$ cat src/rtl/pt_walker_pkg.sv
package pt_walker_pkg;
   typedef enum logic [2:0] {
      WS_IDLE  = 3'd0,
      WS_DIR   = 3'd1,
      WS_PTE   = 3'd2,
      WS_DONE  = 3'd3,
      WS_FAULT = 3'd4
   } walk_state_e;

   localparam logic LVL_DIR = 1'b0;
   localparam logic LVL_TBL = 1'b1;
endpackage

$ cat src/rtl/pt_walker_slot.sv
// Entry address: frame base plus the index scaled by the entry size.
module pt_walker_slot #(
   parameter int ADDR_W      = 32,
   parameter int OFF_W       = 12,
   parameter int IDX_W       = 10,
   parameter int ENTRY_BYTES = 4
) (
   input  logic [ADDR_W-OFF_W-1:0] frame,
   input  logic [IDX_W-1:0]        idx,
   output logic [ADDR_W-1:0]       addr
);
   localparam int ESH = $clog2(ENTRY_BYTES);

   logic [ADDR_W-1:0] base_w;
   logic [ADDR_W-1:0] off_w;

   assign base_w = {frame, {OFF_W{1'b0}}};
   assign off_w  = ADDR_W'(idx) << ESH;
   assign addr   = base_w + off_w;
endmodule

$ cat src/rtl/pt_walker_fsm.sv
module pt_walker_fsm
   import pt_walker_pkg::*;
#(
   parameter int ADDR_W      = 32,
   parameter int OFF_W       = 12,
   parameter int PRESENT_BIT = 0
) (
   input  logic                    clk,
   input  logic                    rst_n,
   input  logic                    start,
   input  logic [ADDR_W-1:0]       vaddr,
   input  logic [ADDR_W-OFF_W-1:0] root_frame,
   input  logic                    mem_ack,
   input  logic [ADDR_W-1:0]       mem_data,
   output walk_state_e             state,
   output logic [ADDR_W-1:0]       va_q,
   output logic [ADDR_W-OFF_W-1:0] root_q,
   output logic [ADDR_W-OFF_W-1:0] pde_frame_q,
   output logic [ADDR_W-1:0]       pte_q,
   output logic                    lvl_q
);
   logic present;
   assign present = mem_data[PRESENT_BIT];

   always_ff @(posedge clk) begin
      if (!rst_n) begin
         state       <= WS_IDLE;
         va_q        <= '0;
         root_q      <= '0;
         pde_frame_q <= '0;
         pte_q       <= '0;
         lvl_q       <= LVL_DIR;
      end else begin
         unique case (state)
            WS_IDLE: if (start) begin
               va_q   <= vaddr;
               root_q <= root_frame;
               state  <= WS_DIR;
            end
            WS_DIR: if (mem_ack) begin
               if (present) begin
                  pde_frame_q <= mem_data[ADDR_W-1:OFF_W];
                  state       <= WS_PTE;
               end else begin
                  lvl_q <= LVL_DIR;
                  state <= WS_FAULT;
               end
            end
            WS_PTE: if (mem_ack) begin
               pte_q <= mem_data;
               if (present) begin
                  state <= WS_DONE;
               end else begin
                  lvl_q <= LVL_TBL;
                  state <= WS_FAULT;
               end
            end
            WS_DONE:  state <= WS_IDLE;
            WS_FAULT: state <= WS_IDLE;
            default:  state <= WS_IDLE;
         endcase
      end
   end
endmodule

$ cat src/rtl/pt_walker.sv
module pt_walker
   import pt_walker_pkg::*;
#(
   parameter int ADDR_W      = 32,
   parameter int DIR_W       = 10,
   parameter int TBL_W       = 10,
   parameter int OFF_W       = 12,
   parameter int ENTRY_BYTES = 4,
   parameter int PRESENT_BIT = 0
) (
   input  logic              clk,
   input  logic              rst_n,
   input  logic [ADDR_W-1:0] dir_base,
   input  logic              walk_req,
   input  logic [ADDR_W-1:0] walk_vaddr,
   output logic              walk_ready,
   output logic              mem_rd_en,
   output logic [ADDR_W-1:0] mem_rd_addr,
   input  logic              mem_rd_ack,
   input  logic [ADDR_W-1:0] mem_rd_data,
   output logic              resp_valid,
   output logic              resp_fault,
   output logic              resp_fault_lvl,
   output logic [ADDR_W-1:0] resp_paddr,
   output logic [ADDR_W-1:0] resp_pte
);
   localparam int FRAME_W = ADDR_W - OFF_W;
   localparam int DIR_LSB = OFF_W + TBL_W;

   if (DIR_W + TBL_W + OFF_W != ADDR_W) begin : g_bad_split
      $error("pt_walker: index and offset widths must sum to ADDR_W");
   end
   if (ENTRY_BYTES < 1 || (ENTRY_BYTES & (ENTRY_BYTES - 1)) != 0) begin : g_bad_entry
      $error("pt_walker: ENTRY_BYTES must be a power of two");
   end
   if (PRESENT_BIT < 0 || PRESENT_BIT >= OFF_W) begin : g_bad_present
      $error("pt_walker: PRESENT_BIT must lie below the frame field");
   end

   walk_state_e         state;
   logic [ADDR_W-1:0]   va_q;
   logic [FRAME_W-1:0]  root_q;
   logic [FRAME_W-1:0]  pde_frame_q;
   logic [ADDR_W-1:0]   pte_q;
   logic                lvl_q;
   logic [ADDR_W-1:0]   dir_addr;
   logic [ADDR_W-1:0]   tbl_addr;
   logic                start;
   logic                unused_base_low;

   assign unused_base_low = ^dir_base[OFF_W-1:0];
   assign walk_ready      = (state == WS_IDLE);
   assign start           = walk_req && walk_ready;

   pt_walker_fsm #(
      .ADDR_W(ADDR_W), .OFF_W(OFF_W), .PRESENT_BIT(PRESENT_BIT)
   ) u_fsm (
      .clk(clk), .rst_n(rst_n), .start(start), .vaddr(walk_vaddr),
      .root_frame(dir_base[ADDR_W-1:OFF_W]),
      .mem_ack(mem_rd_ack), .mem_data(mem_rd_data),
      .state(state), .va_q(va_q), .root_q(root_q),
      .pde_frame_q(pde_frame_q), .pte_q(pte_q), .lvl_q(lvl_q)
   );

   pt_walker_slot #(
      .ADDR_W(ADDR_W), .OFF_W(OFF_W), .IDX_W(DIR_W), .ENTRY_BYTES(ENTRY_BYTES)
   ) u_dir_slot (
      .frame(root_q), .idx(va_q[ADDR_W-1:DIR_LSB]), .addr(dir_addr)
   );

   pt_walker_slot #(
      .ADDR_W(ADDR_W), .OFF_W(OFF_W), .IDX_W(TBL_W), .ENTRY_BYTES(ENTRY_BYTES)
   ) u_tbl_slot (
      .frame(pde_frame_q), .idx(va_q[DIR_LSB-1:OFF_W]), .addr(tbl_addr)
   );

   assign mem_rd_en      = (state == WS_DIR) || (state == WS_PTE);
   assign mem_rd_addr    = (state == WS_PTE) ? tbl_addr : dir_addr;
   assign resp_valid     = (state == WS_DONE) || (state == WS_FAULT);
   assign resp_fault     = (state == WS_FAULT);
   assign resp_fault_lvl = lvl_q;
   assign resp_pte       = pte_q;
   assign resp_paddr     = {pte_q[ADDR_W-1:OFF_W], va_q[OFF_W-1:0]};
endmodule

$ cat config.mk
export PLATFORM = sky130hd
export DESIGN_NAME = pt_walker
export DESIGN_NICKNAME = d
export VERILOG_FILES = /design/src/rtl/pt_walker_pkg.sv /design/src/rtl/pt_walker_slot.sv /design/src/rtl/pt_walker_fsm.sv /design/src/rtl/pt_walker.sv
export SDC_FILE = /design/constraint.sdc
export NUM_CORES = 1
export LEC_CHECK = 0
export BUFFER_PORTS_ARGS = -buffer_cell sky130_fd_sc_hd__buf_2
export CAP_MARGIN = 10
export CORE_MARGIN = 3
export CORE_UTILIZATION = 33
export DETAILED_ROUTE_END_ITERATION = 12
export GPL_TIMING_DRIVEN = 1
export PLACE_DENSITY_LB_ADDON = 0.1
export SYNTH_ARGS = -nofsm -noshare
export SYNTH_HDL_FRONTEND = slang
export SYNTH_SLANG_ARGS = --single-unit
$ cat constraint.sdc
create_clock -name clk -period 4.4 [get_ports clk]
set_input_delay 0.44 -clock clk [delete_from_list [all_inputs] [get_ports clk]]
set_output_delay 0.44 -clock clk [all_outputs]
set_load 0.02 [all_outputs]
# ---- After elaboration in Yosys (flattened, before gate mapping)
# Index checks and enable logic that the tools add are counted.
dict set report word_totals {
  regBits 108
  latch_bits 0
  ram_bits 0
  mem_bits_ro 0
  inputBits 100
  out_inout_bits 101
  elab_cells 39
  memories 0
}
dict set report op_classes {
  addsub 2
  mul 0
  div 0
  order_cmp 0
  n_eq_ne 9
  shift 0
  muxes 12
  n_bitwise 0
  n_reduce_logical 10
}
# operator n
set ops {}
lappend ops {{adder 32 x 12 -> 32 bit} 2}
lappend ops {{two-way mux 32 bit} 1}
lappend ops {{two-way mux 3 bit} 5}
lappend ops {{one-hot mux 3 bit (3 select lines)} 1}
lappend ops {{inequality test 2 bit (second input constant)} 4}
lappend ops {{== test 3 x 2 -> 1 bit (second input constant)} 2}
lappend ops {{AND reduction 3 bit} 2}
lappend ops {{AND reduction 5 bit} 1}
lappend ops {{two-way mux 1 bit} 4}
lappend ops {{AND reduction 2 bit} 2}
lappend ops {{== test 3 x 1 -> 1 bit (second input constant)} 1}
lappend ops {{== test 3 bit (second input constant)} 1}
lappend ops {{logical NOT 3 bit} 1}
lappend ops {{logical OR 1 bit} 2}
lappend ops {{inequality test 2 x 1 -> 1 bit (second input constant)} 1}
lappend ops {{one-hot mux 1 bit (2 select lines)} 1}
lappend ops {{nonzero test 2 bit} 1}
lappend ops {{logical AND 1 bit} 1}

# ---- Logic depth before layout (Yosys ltp)
# Gate-level depths: netlist of run 1.
dict set report logic_depth {
  depth_word 4
  depth_mapped 6
  depth_no_buf 3
}

# ---- By module
# Synthesis of run 1 repeated with hierarchy kept, for this count alone.
dict set report unflattened {
  cells_unflattened 609
  area_unflattened_um2 5300.1
}
# mod instances cells_per_inst area_each_um2 seq_area_each_um2
set by_module_without_submodules {}
lappend by_module_without_submodules {pt_walker_fsm 1 480 4206.5 2162.1}
lappend by_module_without_submodules {pt_walker 1 63 605.6 0.0}
lappend by_module_without_submodules {pt_walker_slot 2 33 244.0 0.0}

# ---- Worst setup path before layout of run 1
# Ideal clock, no wire load.
dict set report synth_path {
  kind {register -> output}
  startpoint {register u_fsm.state[2]}
  endpoint {output port resp_valid}
  arrival_time_ps 1398
  required_ps 3960
  slack_ps 2562
  path_stages_with_launch 4
  n_path_buf 1
  cell_sequence {dfxtp_1 > buf_4 > nor3b_1 > nand2b_1}
}
dict set report synth_between {
  elab_chain_cells 2
  word_cells_on_any_way 3
  classes_between {2 x eq/ne; 1 x reduce/logical}
}
# element line
set synth_rtl {}
lappend synth_rtl {{from (decl)} pt_walker_fsm.sv:15} ;# output walk_state_e state,
lappend synth_rtl {{from (signal assigned)} pt_walker_fsm.sv:27} ;# state <= WS_IDLE;
lappend synth_rtl {{from (signal assigned)} pt_walker_fsm.sv:38} ;# state <= WS_DIR;
lappend synth_rtl {{from (signal assigned)} pt_walker_fsm.sv:43} ;# state <= WS_PTE;
lappend synth_rtl {{== test 3 bit} --}
lappend synth_rtl {{via resp_fault} pt_walker.sv:22} ;# output logic resp_fault,
lappend synth_rtl {{logical OR 1 bit} pt_walker.sv:79} ;# assign resp_valid = (state == WS_DONE) || (state == WS_FAULT);
lappend synth_rtl {{to (decl)} pt_walker.sv:21} ;# output logic resp_valid,
# The timed path passes the listed nets, and every way through them passes these cells.

# ---- Worst setup path in the final report of run 1
dict set report layout_path {
  startpoint {register u_fsm.state[1]}
  endpoint {output port mem_rd_addr[28]}
}
dict set report layout_between {
  elab_chain_cells 2
}
# element line
set layout_rtl {}
lappend layout_rtl {{== test 3 x 2 -> 1 bit} pt_walker.sv:78} ;# assign mem_rd_addr = (state == WS_PTE) ? tbl_addr : dir_addr;
lappend layout_rtl {{two-way mux 32 bit} pt_walker.sv:78}
lappend layout_rtl {{to (decl)} pt_walker.sv:18} ;# output logic [ADDR_W-1:0] mem_rd_addr,
# Every way passes these cells.

==> results of run 1 <==
-- per-stage QoR --
step | worst slack (ps) | power (mW)
detailed placement | 1910 | 1.361
global placement | 1937 | 1.355
global route | 1403 | 2.244
CTS | 1510 | 2.173
finish | 1540 | 2.141
floorplan | 2562 | 1.263
-- kinds of logic (layout without fill, tap and decap cells) --
group | after synthesis | count (layout)
AOI/OAI and AO/OA | 88 | 88
DFF | 108 | 108
buffers and inverters | 72 | 207
muxes | 50 | 50
xor gates and xnor gates | 1 | 1
and+or+nand+nor | 223 | 223
other | 1 | 3
-- state kept, by name (all words and copies together), names as in the netlist --
name               flops
u_fsm.pte_q           32
u_fsm.pde_frame_q     20
u_fsm.state            3
u_fsm.lvl_q            1
u_fsm.root_q          20
u_fsm.va_q            32
-- area by class of cell --
type / count / area (sq um) / area share
clock buffers: 10 / 229.0 / 0.04018
multi-input cells: 364 / 2047 / 0.3592
well taps: 176 / 220.2 / 0.03864
diodes: 1 / 2.502 / 0.0004391
clock inverters: 6 / 63.81 / 0.01120
repair buffers: 191 / 974.7 / 0.1710
flip-flops and latches: 108 / 2162 / 0.3794
-- worst max-delay path by stage --
stage | end | slack (ps) | cells past startpoint
final | mem_rd_addr[28] | 1540 | 4
after global routing | mem_rd_addr[13] | 1400 | 4
after CTS | mem_rd_addr[28] | 1510 | 4
after detailed placement | mem_rd_addr[28] | 1910 | 4
after global placement | mem_rd_addr[23] | 1940 | 4
after floorplan | resp_valid | 2560 | 3
-- Yosys cell counts --
library cell,n
nand2_1,125
dfxtp_1,108
nand3_1,84
o21ai_0,80
buf_4,32
clkbuf_1,30
mux2_2,28
mux2i_1,20
buf_2,7
o21ai_1,4
buf_6,2
mux2_1,2
nor2_1,2
a21boi_0,1
a32o_1,1
a41o_1,1
and3b_1,1
and4bb_2,1
clkbuf_2,1
conb_1,1
nand2b_1,1
nand3b_1,1
nor2b_1,1
nor3_1,1
nor3b_1,1
nor3b_2,1
nor4b_1,1
nor4b_2,1
nor4b_4,1
o41ai_1,1
or4b_1,1
xnor2_1,1
-- tightest hold or removal path: stages --
cell     delay, ps
buf_2           70
nand3_1         50
o21ai_0         60
-- cell usage in the layout, fill, tap and decap left out, types with 2 or more instances in the layout --
cell          n
buf_2       185
nand2_1     125
dfxtp_1     108
nand3_1      84
o21ai_0      80
mux2_2       28
mux2i_1      20
clkbuf_16     9
buf_4         5
o21ai_1       4
nor2_1        2
mux2_1        2
nor4b_4       2
conb_1        2
clkinvlp_4    2
clkinv_2      2
-- metal layers --
layer	vias up	GRT usage
li1	2078	-
met3	9	0.06222
met2	129	0.2159
met1	1794	0.2122
met5	-	0
met4	0	0.04928
-- power by group through the flow --
stage | Combinational, mW | Clock, mW | Sequential (mW)
after global placement | 0.281 | 0 | 1.07
after floorplan | 0.185 | 0 | 1.08
after CTS | 0.286 | 0.833 | 1.05
after detailed placement | 0.285 | 0 | 1.08
after global routing | 0.316 | 0.869 | 1.06
final | 0.282 | 0.806 | 1.05
==> reports/summary.md, run 1 <==
Synthesis
• 0.4694 — portion of synthesized cell area occupied by the leading cell type
• 543 — gate count after technology mapping
• 32 — number of distinct standard cells referenced by the synthesized netlist
• 0.4694 — sequential area share after synthesis
• 0 — area share of fa/ha/maj cells after synthesis
• dfxtp_1 — leading area contributor after synthesis
• 4606 sq um — area of the mapped netlist
• 0.1168 — mux contribution to synthesized area
• 0 — number of warning messages in the yosys log
• 0.09916 — fraction of the mapped netlist area in compound gates
• 0.001902 — xor and xnor area share after synthesis
• simple AND/OR/NAND/NOR gates — largest family of logic cells by synthesized area
• 0.2217 — simple logic cell fraction of the synthesized area
• 108 — number of synthesized register bits
• dfxtp_1, nand2_1, nand3_1 — Synth area leaders
• 8.482 sq um — average cell area after synthesis

Drt
• 4 — detailed-routing iteration count for the pre-antenna-repair pass
• 1087 microns — met3 wirelength from detailed routing
• 4.685 — Via density
• 5527 microns — Met1 Wirelength
• met4 — Highest Signal Layer
• 0 — post-route DRC violation count
• 0 — Final ANT Viol Nets
• 13.72 microns — Wirelength per Cell
• 4010 — Via Count
• 240 — detailed router's first-iteration violation count
• 11740 microns — Final Routed Wirelength
• 4980 microns — detailed route wirelength on metal2

Worst setup path
• flip-flops — gate family responsible for the most delay along the worst path
• 600 ps — slowest cell delay on critical path
• 2420 ps — Arrival @ worst endpoint
• flip-flop — sort of element at the start of the critical path
• output pin — sort of element at the end of the critical path
• nor3b_4 > buf_4 > mux2_2 > buf_2 — cell chain of the critical path
• u_fsm.state[1]$_SDFFE_PN0P_ — CP startpoint
• 2350 ps — slack of the worst reg-to-reg path
• 2 — buffering stage count on the worst path with inverters included
• 3960 ps — required time reported for the critical path endpoint
• u_fsm.pte_q[17]$_SDFFE_PN0P_ — R2R Path End
• 24 — critical path peak fanout
• 2 — number of cells on the worst reg-to-reg path
• u_fsm.state[1]$_SDFFE_PN0P_ — FF-to-FF Start
• reg -> out — Setup CP Type
• dfxtp_1 — master of the slowest instance on the critical path

Clock network
• 108 — number of sinks driven by the clock tree
• 0 — hold buffer count at CTS
• done — clock tree from TritonCTS
• 2 — maximum root-to-sink buffer count
• 3 — depth of the CTS H-tree
• 0 — number of resized instances in the post-cts repair step
• 350 ps — latest clock arrival within the worst-skew pair
• 70 ps — clock transition at the register clock pins on the worst setup and hold paths after CTS
• clkbuf_16 — CTS root buffer
• 0 — post-CTS setup buffers
• 9 — Num CTS Buffers

Placed design
• 839 — Placed Instances
• 8025 microns — DPL Wire Length
• 5404 sq um — instance area after placement
• 0.7890 — final RePlAce weighted congestion
• 186 — number of buffers inserted by port buffering

Power
• 0.2643 mV — worst voltage drop across the vdd grid
• 0.5683 mW — switching pwr
• 2.507 nW — Static Leak
• 375.7 nW/um^2 — P per Cell Area
• 1.573 mW — internal power component
• 0.2654 — switching share of power
• 0.132 — combinational share of power
• 0.492 — relative contribution of sequential cells to total power
• 0.376 — clock share of power

Global routing
• 0 — total congestion overflow after global routing
• 3707 — via count of the first global-routing pass
• 18630 microns — wire length of the first global-routing pass
• 0.1531 — gr usage total
• 140 — pin count of the biggest net entering global routing
• 0 — initial antenna violation count

Floorplanning
• 42 — site row count
• 15410 sq um — die area
• 124.1 microns — die span in y
• 201 — I/O pin total
• 124.1 microns — Die X
• 13450 sq um — placeable core region
• 0.3424 — initial cell density of the core

STA
• 0 ps — total negative slack
• 0 — count of endpoints failing hold in the final timing report
• 0 — pins over their slew limit
• 0.2824 — Slew Limit Headroom
• 303.3 ps — worst hold slack across all endpoints
• 0.6499 — Final Cycle Share
• 0 — endpoints failing setup
• 349.7 MHz — Fmax
• 5.806 ps — Setup Skew
• 2860 ps — final critical path time including I/O delays and setup
• no — setup repair after global routing missed its margin
• 1076 ps — pin slew with the least headroom to its limit

Run status
• finished, final reports clean — result of the run

Hold path
• u_fsm.va_q[26]$_SDFFE_PN0P_ — worst hold endpoint
• 3 — cell depth of the worst hold path
• in -> reg — hold crit path type
• walk_vaddr[26] — startpoint of the most critical hold path

Finish
• 774 — number of nets at the end of the flow
• 0.4236 — post-layout utilization of the core
• 1416 — fill cell count
• 856 — number of non-filler instances in the completed layout
• 5699 sq um — post-route design area
• 23.74% — Syn-to-layout area delta
• 0.3505 — fraction of final layout cells with drive strength greater than 1

Flow run
• 0 — max cap viols

Power figures use the tool's default switching activity.
==> run 2: changes to the inputs <==
clock period = 2.5 ns   (was 4.4 ns; I/O delays follow)
==> reports/summary.md, run 2 (synthesis results as in run 1) <==
Clock network
• 9 — Num CTS Buffers, unchanged
• done — clock tree from TritonCTS
• clkbuf_16 — CTS root buffer
• 3 — depth of the CTS H-tree, unchanged
• 340 ps — latest clock arrival within the worst-skew pair, about the same
• 108 — number of sinks driven by the clock tree, unchanged
• 70 ps — clock transition at the register clock pins on the worst setup and hold paths after CTS, about the same
• 0 — number of resized instances in the post-cts repair step, unchanged
• 0 — hold buffer count at CTS, unchanged
• 2 — maximum root-to-sink buffer count, unchanged
• 0 — post-CTS setup buffers, unchanged

STA
• 0 — count of endpoints failing hold in the final timing report, unchanged
• 117.3 ps — worst hold slack across all endpoints, -186.0 ps
• no — setup repair after global routing missed its margin
• 429.9 MHz — Fmax
• 4.252 ps — Setup Skew, -1.554 ps
• 0.6426 — Slew Limit Headroom, +0.3602
• 536.1 ps — pin slew with the least headroom to its limit, -540.3 ps
• 0.9304 — Final Cycle Share
• 0 ps — total negative slack, unchanged
• 0 — endpoints failing setup, unchanged
• 0 — pins over their slew limit, unchanged
• 173.9 ps — post-route worst setup slack, -1366 ps
• 2326 ps — final critical path time including I/O delays and setup

Placed design
• 0.7581 — final RePlAce weighted congestion, -3.9%
• 7915 microns — DPL Wire Length, -1.4%
• 523.2 ps — Post-Place Worst Slack, -1386 ps
• 841 — Placed Instances, +0.24%
• 186 — number of buffers inserted by port buffering, unchanged
• 5469 sq um — instance area after placement, +1.2%

Finish
• buf_2 — most common cell after layout, fill and taps aside
• 0 — count of inserted antenna diode cells, -1
• 0.4305 — post-layout utilization of the core, +0.006883
• buf_2, nand2_1, dfxtp_1 — most frequent cells in the layout
• 776 — number of nets at the end of the flow, +0.26%
• 857 — number of non-filler instances in the completed layout, +0.12%
• 25.75% — Syn-to-layout area delta
• 5792 sq um — post-route design area, +1.6%
• u_fsm.pte_q x32, u_fsm.va_q x32 — Top Registers
• 0.3539 — fraction of final layout cells with drive strength greater than 1, +0.003376

Worst setup path
• 2250 ps — required time reported for the critical path endpoint, -1710 ps
• 29 — critical path peak fanout, +21%
• flip-flop — sort of element at the start of the critical path
• reg -> out — Setup CP Type
• 2080 ps — Arrival @ worst endpoint, -340 ps
• output pin — sort of element at the end of the critical path

Global routing
• 0.1451 — gr usage total, -0.008032
• 0 — total congestion overflow after global routing, unchanged
• 17510 microns — wire length of the first global-routing pass, -6.0%
• 3508 — via count of the first global-routing pass, -5.4%
• 101 — pin count of the biggest net entering global routing, -28%
• 0 — initial antenna violation count, unchanged

Power
• 666.6 nW/um^2 — P per Cell Area, +77%
• 2.552 nW — Static Leak, +1.8%
• 0.5541 mV — worst voltage drop across the vdd grid, +110%
• 3.861 mW — power after layout, +80%

Floorplanning
• 124.1 microns — die span in y, unchanged
• 13450 sq um — placeable core region, unchanged
• 124.1 microns — Die X, unchanged
• 42 — site row count, unchanged
• 201 — I/O pin total, unchanged
• 15410 sq um — die area, unchanged
• 0.3424 — initial cell density of the core, unchanged

Hold path
• in -> reg — hold crit path type

Run status
• finished, final reports clean — result of the run

Drt
• 13.25 microns — Wirelength per Cell, -3.4%
• 0 — post-route DRC violation count, unchanged
• 4.646 — Via density, -0.81%
• 235 — detailed router's first-iteration violation count, -2.1%
• 4 — detailed-routing iteration count for the pre-antenna-repair pass, unchanged
• 3982 — Via Count, -0.70%
• 11360 microns — Final Routed Wirelength, -3.3%
• 0 — Final ANT Viol Nets, unchanged

Flow run
• 0 — max cap viols, unchanged

## run 2: cell type report
class                      instances  area (sq um)
clock buffer                      13         280.3
clock inverter                     3         42.54
fill                            1400          7661
multi-input combinational        364          2047
sequential                       108          2162
tap                              176         220.2
timing repair buffer             193          1040
## run 2: power breakdown
part           total, mW  internal, mW  switching (mW)
Clock               1.50         0.885           0.618
Sequential          1.85          1.80          0.0501
Combinational      0.506         0.200           0.306
Total               3.86          2.89           0.974
## run 2: worst paths after layout
kind,start,endpoint,slack [ps],cells past startpoint
setup / recovery,u_fsm.state[1]$_SDFFE_PN0P_,mem_rd_addr[30],170,4
hold / removal,walk_vaddr[25],u_fsm.va_q[25]$_SDFFE_PN0P_,120,3
setup reg to reg,u_fsm.state[0]$_SDFFE_PN0P_,u_fsm.pde_frame_q[0]$_SDFFE_PN0P_,790,4
hold reg to reg,u_fsm.root_q[8]$_SDFFE_PN0P_,u_fsm.root_q[8]$_SDFFE_PN0P_,450,2
## run 2: metal layers
metal  GRT usage  wire, microns  up-vias  part of all wire
li1            -              -     2080                 -
met1      0.2016           5417     1759              0.48
met2      0.2007           4755      132              0.42
met3     0.06312           1028       11             0.091
met4     0.04723            153        0             0.013
met5           0              0        -                 0
## run 2: worst max-delay path, stage by stage, from the launching register on
cell and delay [ps]:
dfxtp_1 590, nor3b_4 370, buf_12 240, mux2_2 360, buf_2 160
==> run 3: changes to the inputs <==
CORE_ASPECT_RATIO = 1.75   (was default)
CTS_BUF_LIST = sky130_fd_sc_hd__clkbuf_8   (was default)
==> reports/summary.md, run 3 (synthesis results as in run 1) <==
Clock network
• 2 — maximum root-to-sink buffer count, unchanged
• 110 ps — clock transition at the register clock pins on the worst setup and hold paths after CTS, +40 ps
• 0 — post-CTS setup buffers, unchanged
• 3 — depth of the CTS H-tree, unchanged
• 9 — Num CTS Buffers, unchanged
• done — clock tree from TritonCTS
• 0 — number of resized instances in the post-cts repair step, unchanged
• 0 — hold buffer count at CTS, unchanged
• clkbuf_8 — CTS root buffer
• 360 ps — latest clock arrival within the worst-skew pair, +20 ps
• 108 — number of sinks driven by the clock tree, unchanged

Global routing
• 18840 microns — wire length of the first global-routing pass, +7.6%
• 86 — pin count of the biggest net entering global routing, -15%
• 0 — total congestion overflow after global routing, unchanged
• 0.1530 — gr usage total, +0.007906
• 3757 — via count of the first global-routing pass, +7.1%
• 5 — initial antenna violation count, +5

Power
• 605.6 nW/um^2 — P per Cell Area, -9.2%
• 3.435 mW — power after layout, -11%
• 2.505 nW — Static Leak, -1.9%
• 0.2977 mV — worst voltage drop across the vdd grid, -46%

Worst setup path
• 17 — critical path peak fanout, -41%
• reg -> out — Setup CP Type
• 2080 ps — Arrival @ worst endpoint, about the same
• 2250 ps — required time reported for the critical path endpoint, about the same
• flip-flop — sort of element at the start of the critical path
• output pin — sort of element at the end of the critical path

Finish
• 0.3567 — fraction of final layout cells with drive strength greater than 1, +0.002834
• 5672 sq um — post-route design area, -2.1%
• 23.15% — Syn-to-layout area delta
• buf_2 — most common cell after layout, fill and taps aside
• u_fsm.pte_q x32, u_fsm.va_q x32 — Top Registers
• buf_2, nand2_1, dfxtp_1 — most frequent cells in the layout
• 780 — number of nets at the end of the flow, +0.52%

STA
• no — setup repair after global routing missed its margin
• 0 — count of endpoints failing hold in the final timing report, unchanged
• 0 — endpoints failing setup, unchanged
• 2331 ps — final critical path time including I/O delays and setup, +4.473 ps
• 11.83 ps — Setup Skew, +7.574 ps
• 0 — pins over their slew limit, unchanged
• 0.9322 — Final Cycle Share, +0.001789
• 613.3 ps — pin slew with the least headroom to its limit, +77.14 ps
• 0 ps — total negative slack, unchanged
• 0.5912 — Slew Limit Headroom, -0.05143
• 429.1 MHz — Fmax, -0.19%

Placed design
• 5472 sq um — instance area after placement, about the same
• 8508 microns — DPL Wire Length, +7.5%
• 186 — number of buffers inserted by port buffering, unchanged
• 0.7463 — final RePlAce weighted congestion, -1.6%

Drt
• 0 — post-route DRC violation count, unchanged
• 4.633 — Via density, -0.28%
• 4 — detailed-routing iteration count for the pre-antenna-repair pass, unchanged
• 135 — detailed router's first-iteration violation count, -43%
• 11810 microns — Final Routed Wirelength, +4.0%
• 0 — Final ANT Viol Nets, unchanged
• 13.75 microns — Wirelength per Cell, +3.8%
• 3980 — Via Count, -0.050%

Floorplanning
• 56 — site row count, +33%
• 162.3 microns — die span in y, +31%
• 201 — I/O pin total, unchanged
• 95.31 microns — Die X, -23%
• 0.3406 — initial cell density of the core, -0.001774
• 15470 sq um — die area, +0.37%
• 13520 sq um — placeable core region, +0.52%

Flow run
• 0 — max cap viols, unchanged

Run status
• finished, final reports clean — result of the run

Hold path
• in -> reg — hold crit path type

==> run 3: cell count changes in the layout (fill, tap and decap cells not counted) <==
cell / before / now
clkinv_4: 0 / 1
inv_6: 0 / 1
clkbuf_16: 9 / 0
clkbuf_8: 4 / 10
diode_2: 0 / 1
buf_4: 3 / 9
buf_12: 4 / 2
==> run 3: through the flow <==
stage	utilization	hold WS [ps]	cells	worst slack, ps
after floorplan	-	380.4	544	852.5
after global placement	0.4046	438.4	843	565.5
after detailed placement	0.4046	442.8	843	548.1
after CTS	0.4192	71.20	858	110.3
after global routing	0.4194	76.49	859	33.31
final	0.4194	92.81	859	169.5
==> run 3: cell type report <==
class / count / area, sq um
clock inverters: 5 / 60.06
flip-flops and latches: 108 / 2162
fillers: 1429 / 7851
diodes: 1 / 2.502
repair buffers: 197 / 1045
multi-input cells: 364 / 2047
well taps: 174 / 217.7
clock buffers: 10 / 137.6
==> run 3: path summary, 6_finish.rpt <==
| path | cells after the start | end | start | slack (ps) |
|---|---|---|---|---|
| worst min-delay path | 3 | u_fsm.va_q[4]$_SDFFE_PN0P_ | walk_vaddr[4] | 90 |
| worst max-delay path | 4 | mem_rd_addr[24] | u_fsm.state[1]$_SDFFE_PN0P_ | 170 |
| worst max register to register | 4 | u_fsm.pde_frame_q[6]$_SDFFE_PN0P_ | u_fsm.state[0]$_SDFFE_PN0P_ | 750 |
| worst min register to register | 2 | u_fsm.va_q[14]$_SDFFE_PN0P_ | u_fsm.va_q[14]$_SDFFE_PN0P_ | 460 |
==> run 3: worst max-delay path, stage by stage, from the launching register on <==
cell and delay [ps]:
dfxtp_1 610, nor3b_4 270, buf_4 290, mux2_2 380, buf_2 160
==> run 3: report_power, final <==
group	internal, mW	leakage (nW)	switching [mW]	total [mW]
clock	0.490	0.0987	0.591	1.08
combinational	0.198	1.53	0.306	0.504
sequential	1.80	0.879	0.0483	1.85
==> run 3: layer usage <==
layer  global-route usage  routed length (microns)  vias to the layer above
li1                     -                        -                     2083
met1               0.1933                     5034                     1755
met2               0.2456                     5709                      120
met3              0.04773                      895                       14
met4              0.04928                      112                        8
met5                    0                       57                        -
